### config.mk
export PLATFORM = sky130hd
export DESIGN_NAME = ddr_turnaround_gate
export DESIGN_NICKNAME = d
export VERILOG_FILES = /design/src/rtl/ddr_turnaround_gate.sv
export SDC_FILE = /design/constraint.sdc
export NUM_CORES = 1
export LEC_CHECK = 0
export BUFFER_PORTS_ARGS = -buffer_cell sky130_fd_sc_hd__buf_2
export CAP_MARGIN = 20
export CORE_MARGIN = 2
export CORE_UTILIZATION = 50
export DETAILED_ROUTE_END_ITERATION = 8
export GPL_TIMING_DRIVEN = 1
export PLACE_DENSITY_LB_ADDON = 0.08
export SYNTH_ARGS = -nofsm -noshare
export SYNTH_HDL_FRONTEND = slang
export SYNTH_SLANG_ARGS = --single-unit
### constraint.sdc
create_clock -name clk -period 4.51 [get_ports clk]
set_input_delay 0.902 -clock clk [delete_from_list [all_inputs] [get_ports clk]]
set_output_delay 0.902 -clock clk [all_outputs]
set_load 0.02 [all_outputs]
### src/rtl/ddr_turnaround_gate.sv
module ddr_turnaround_gate #(
  parameter int CLW  = 5,
  parameter int WLW  = 4,
  parameter int CSW  = 2,
  parameter int CNTW = 6
) (
  input  logic           clk,
  input  logic           rst_n,
  input  logic           cfg_ddr3,
  input  logic           cfg_bl8,
  input  logic [CLW-1:0] cfg_cl_half,
  input  logic [WLW-1:0] cfg_wl,
  input  logic [1:0]     cfg_rtw_extra,
  input  logic [1:0]     cfg_wtr_extra,
  input  logic [1:0]     cfg_rr_extra,
  input  logic [1:0]     cfg_ww_extra,
  input  logic [2:0]     cfg_apd_wait,
  input  logic [3:0]     cfg_ppd_wait,
  input  logic           apd_exit,
  input  logic           ppd_exit,
  input  logic           req_valid,
  input  logic           req_is_write,
  input  logic [CSW-1:0] req_cs,
  output logic           grant
);

  localparam int EW = (CLW > WLW ? CLW : WLW) + 3;

  function automatic logic [CNTW-1:0] gap_less1(input logic signed [EW-1:0] v);
    return (v < 1) ? '0 : CNTW'(v - 1);
  endfunction

  logic                  burst8;
  logic [EW-1:0]         cl_h;
  logic signed [EW-1:0]  cl_up, cl_dn, wl_e, half_bl, rtw_raw, wtr_raw, rr_raw, ww_raw;
  logic [CNTW-1:0]       rtw_ld, wtr_ld, rr_ld, ww_ld, same_ld;

  assign burst8  = cfg_bl8 & cfg_ddr3;
  assign cl_h    = EW'(cfg_cl_half);
  assign cl_up   = signed'((cl_h + EW'(1)) >> 1);
  assign cl_dn   = signed'(cl_h >> 1);
  assign wl_e    = signed'(EW'(cfg_wl));
  assign half_bl = burst8 ? EW'(4) : EW'(2);
  assign rtw_raw = cl_up - wl_e + half_bl + EW'(2) + signed'(EW'(cfg_rtw_extra));
  assign wtr_raw = wl_e - cl_dn + half_bl + EW'(1) + signed'(EW'(cfg_wtr_extra));
  assign rr_raw  = (burst8 ? EW'(5) : EW'(3)) + signed'(EW'(cfg_rr_extra));
  assign ww_raw  = (burst8 ? EW'(4) : EW'(2)) + signed'(EW'(cfg_ww_extra));

  assign rtw_ld  = gap_less1(rtw_raw);
  assign wtr_ld  = gap_less1(wtr_raw);
  assign rr_ld   = gap_less1(rr_raw);
  assign ww_ld   = gap_less1(ww_raw);
  assign same_ld = gap_less1(half_bl);

  logic [CNTW-1:0] rd_same, rd_other, wr_same, wr_other;
  logic [3:0]      pd_rem, apd_ld, ppd_ld, pd_ld;
  logic [CSW-1:0]  last_cs;
  logic            same_cs, issue;
  logic [CNTW-1:0] sel_rem;

  assign apd_ld  = {1'b0, cfg_apd_wait};
  assign ppd_ld  = (cfg_ppd_wait == 4'd0) ? 4'd15 : cfg_ppd_wait;
  assign pd_ld   = ppd_exit ? ((apd_exit && apd_ld > ppd_ld) ? apd_ld : ppd_ld) : apd_ld;

  assign same_cs = (req_cs == last_cs);
  assign sel_rem = req_is_write ? (same_cs ? wr_same : wr_other)
                                : (same_cs ? rd_same : rd_other);
  assign grant   = (sel_rem == '0) && (pd_rem == 4'd0) && !apd_exit && !ppd_exit;
  assign issue   = req_valid && grant;

  always_ff @(posedge clk) begin
    if (!rst_n) begin
      rd_same  <= '0;
      rd_other <= '0;
      wr_same  <= '0;
      wr_other <= '0;
      last_cs  <= '0;
    end else if (issue) begin
      last_cs <= req_cs;
      if (req_is_write) begin
        wr_same  <= same_ld;
        wr_other <= ww_ld;
        rd_same  <= wtr_ld;
        rd_other <= wtr_ld;
      end else begin
        rd_same  <= same_ld;
        rd_other <= rr_ld;
        wr_same  <= rtw_ld;
        wr_other <= rtw_ld;
      end
    end else begin
      if (rd_same  != '0) rd_same  <= rd_same  - 1'b1;
      if (rd_other != '0) rd_other <= rd_other - 1'b1;
      if (wr_same  != '0) wr_same  <= wr_same  - 1'b1;
      if (wr_other != '0) wr_other <= wr_other - 1'b1;
    end
  end

  always_ff @(posedge clk) begin
    if (!rst_n)                    pd_rem <= 4'd0;
    else if (apd_exit || ppd_exit) pd_rem <= pd_ld;
    else if (pd_rem != 4'd0)       pd_rem <= pd_rem - 4'd1;
  end


  rd_same_cs_hold_chk: assert property (@(posedge clk) disable iff (!rst_n)
    (issue && !req_is_write) |=> !(grant && !req_is_write && req_cs == $past(req_cs)));


  wr_same_cs_hold_chk: assert property (@(posedge clk) disable iff (!rst_n)
    (issue && req_is_write) |=> !(grant && req_is_write && req_cs == $past(req_cs)));


  ppd_reserved_code_chk: assert property (@(posedge clk) disable iff (!rst_n)
    (ppd_exit && cfg_ppd_wait == 4'd0) |=> (pd_rem == 4'd15));


  pd_countdown_chk: assert property (@(posedge clk) disable iff (!rst_n)
    (pd_rem != 4'd0 && !apd_exit && !ppd_exit) |=> (pd_rem == $past(pd_rem) - 4'd1));


  exit_cycle_block_chk: assert property (@(posedge clk) disable iff (!rst_n)
    (apd_exit || ppd_exit) |-> !grant);

endmodule

==> results.json <==
{
  "grt_pass1_vias": 3140,
  "root_buffer": "clkbuf_8",
  "worstReg2RegEnd": "rd_same[5]$_SDFFE_PN0P_",
  "remaining_drc_errors": 0,
  "overflow": 0,
  "syn_nets": 533,
  "vias_per_cell": 5.60,
  "die_w_um": 87.4,
  "synthTopCellsByCount": "nand2_1 (52), inv_1 (50), ha_1 (35), a21oi_1 (33), nor2_1 (31)",
  "start_kind": "input port",
  "crit_start": "cfg_cl_half[0]",
  "cts_tree": "done",
  "status": "complete, no violations",
  "ys_warn_count": 0,
  "cp.arrival_ns": 4.67,
  "start_util": 0.515,
  "netlist.area_leader.share": 0.173,
  "fin_ws_ns": 0.0657,
  "power_density_mw_per_mm2": 494,
  "place_inst": 581,
  "grt_pass1_wl_mm": 13.8,
  "die_area_mm2": 0.00764,
  "yosysMostFrequentCell": "nand2_1",
  "max-slew-margin-rel": 0.407,
  "drive_above_1_share": 0.207,
  "clock-sinks": 30,
  "worstMarginPinSlew_ns": 0.889,
  "drt-pass1-iter-count": 4,
  "end_kind": "flip-flop",
  "vdd_ir_drop_max_mv": 0.188,
  "p_total_mw": 2.04,
  "num_vias": 3311,
  "routedWlPerCell_um": 13.7,
  "synth-edff-count": 0,
  "yosys_most_used_dff": "dfxtp_1",
  "fp.dieH_um": 87.4,
  "max_freq_mhz": 225,
  "cp.required_ns": 4.73,
  "clk_pin_slew_ns": 0.07,
  "diodes": 0,
  "antenna_found_initial": 0,
  "ys_types": 69,
  "core_area_mm2": 0.00676,
  "final_nets": 587,
  "io_buffers": 34,
  "slew_viol_final": 0,
  "dp_hpwl_mm": 6.32,
  "instances_no_fill": 591,
  "place_ws_ns": -0.279,
  "clk_latency_ns": 0.29,
  "hold_path_class": "flip-flop to flip-flop",
  "crit_fanout": 5,
  "crit_end": "wr_other[3]$_SDFFE_PN0P_",
  "r2r_slack_ns": 1.55,
  "hold_viol_final": 0,
  "critical_path_class": "input port to flip-flop",
  "io_pins": 35,
  "clockBufferDepth": 2,
  "ys_async_sr_fraction": 0,
  "fin_util": 0.611,
  "avgSynthCellArea_um2": 7.63,
  "timing.rr.start": "wr_same[3]$_SDFFE_PN0P_",
  "rsz0062_at_grt": "yes",
  "setup_viol": 0,
  "grt_max_degree": 24,
  "yosys_register_bits": 30,
  "syn_inst": 456,
  "cts-htree-levels": 2,
  "yosysTopAreaCell": "dfxtp_1",
  "ys_seq_area_frac": 0.173,
  "area_delta_synth_final_pct": 18.7,
  "antenna_left": 0,
  "hold_slack_ns": 0.478,
  "drv_cap": 0,
  "n_fill_cell": 631,
  "drt_iter0_drc": 213,
  "routed_wl_mm": 8.08,
  "synth_area_mm2": 0.00348,
  "period_needed_ns": 4.44,
  "num_rows": 30,
  "reg2reg_depth": 7,
  "fin_crit_sh": 0.985,
  "gp_congestion": 0.841,
  "clock_skew_ns": 0.00762,
  "total_leakage_power_nw": 1.85,
  "synth_area_leaders": "dfxtp_1 (17%), ha_1 (13%), xnor2_1 (7.3%), nand2_1 (5.6%), inv_1 (5.4%)",
  "grt_use_total": 0.220,
  "cts_buffers": 5
}
[per-stage QoR]
step                setup TNS [ns]  area (µm²)
floorplan                        0        3500
global placement             -2.04        3880
detailed placement           -3.06        3880
CTS                              0        4000
global route                -0.592        4130
finish                           0        4130
[placed cells by master (no fill, tap or decap), types with 3 or more instances in the layout]
master     n
dfxtp_1   30
ha_4       5
nor4_1     5
and2_1     5
xnor2_1   27
buf_2     32
inv_2      5
a21boi_0   6
nor2b_1    5
nand3b_1   3
xnor2_2    3
ha_1      30
nor3_1     9
nand3_1   15
o211ai_1   4
nand2_1   51
buf_4     26
mux2i_1    6
a21oi_1   32
inv_1     44
a21o_1     8
nand4_1    7
o21ai_0   21
a211oi_1   6
o211a_1    3
a31oi_1    5
nor2_1    31
nand2b_1   4
clkbuf_8   5
xor2_1    10
fa_1       6
[timing repair]
| item | CTS | global route |
|---|---|---|
| setup endpoints to repair | 0 | 12 |
| buffers inserted | 0 | 2 |
| hold buffers | 0 | 0 |
| gates resized for setup | 0 | 26 |
[worst min path at each step]
stage,from,endpoint,depth (start not counted)
floorplan,last_cs[0]$_SDFFE_PN0P_,last_cs[0]$_SDFFE_PN0P_,2
global placement,last_cs[1]$_SDFFE_PN0P_,last_cs[1]$_SDFFE_PN0P_,2
global route,last_cs[0]$_SDFFE_PN0P_,last_cs[0]$_SDFFE_PN0P_,2
detailed placement,last_cs[0]$_SDFFE_PN0P_,last_cs[0]$_SDFFE_PN0P_,2
CTS,last_cs[0]$_SDFFE_PN0P_,last_cs[0]$_SDFFE_PN0P_,2
finish,last_cs[0]$_SDFFE_PN0P_,last_cs[0]$_SDFFE_PN0P_,2
[per-layer routing]
metal	up-vias	wire [µm]	global-route usage
met4	0	99	0.0587
met1	1534	3750	0.290
met3	11	286	0.0275
met5	-	0	0
li1	1704	-	-
met2	62	3940	0.379
[sequential cells by signal, summed over array words and instances (netlist names)]
| register | count |
|---|---|
| wr_same | 6 |
| wr_other | 6 |
| last_cs | 2 |
| rd_same | 6 |
| pd_rem | 4 |
| rd_other | 6 |
[report_power, final]
group	internal, mW	total (mW)	switching (mW)	leakage [nW]
clock network	0.164	0.276	0.112	0.0504
logic	0.642	1.33	0.691	1.55
registers	0.352	0.430	0.0786	0.248
[critical path, stage by stage]
cell and delay [ns]:
buf_6 0.10, ha_4 0.26, inv_4 0.03, ha_4 0.15, fa_2 0.53, inv_2 0.04, ha_4 0.15, inv_2 0.05
fa_1 0.43, buf_4 0.15, fa_2 0.42, xnor2_2 0.17, xnor3_2 0.30, nand4b_1 0.10, mux2i_1 0.09, o2111ai_2 0.26
buf_4 0.18, nand4_1 0.14, a31oi_1 0.19
[area by class of cell]
class	count	area [µm²]	share of cell area
Clock buffer	5	68.8	0.0167
Clock inverter	3	45.0	0.0109
Inverter	50	190	0.0460
Multi-Input combinational cell	363	2750	0.665
Sequential cell	30	601	0.145
Tap cell	80	100	0.0242
Timing Repair Buffer	60	378	0.0915
[kinds of logic after synthesis]
kind of cell / after synthesis / synth area share
buf+inv: 63 / 0.0748
simple gates: 158 / 0.230
flops: 30 / 0.173
xor+xnor: 42 / 0.112
compound gates: 112 / 0.212
mux: 8 / 0.0270
fa+ha+maj: 43 / 0.172
(Power assumes the default switching activity.)
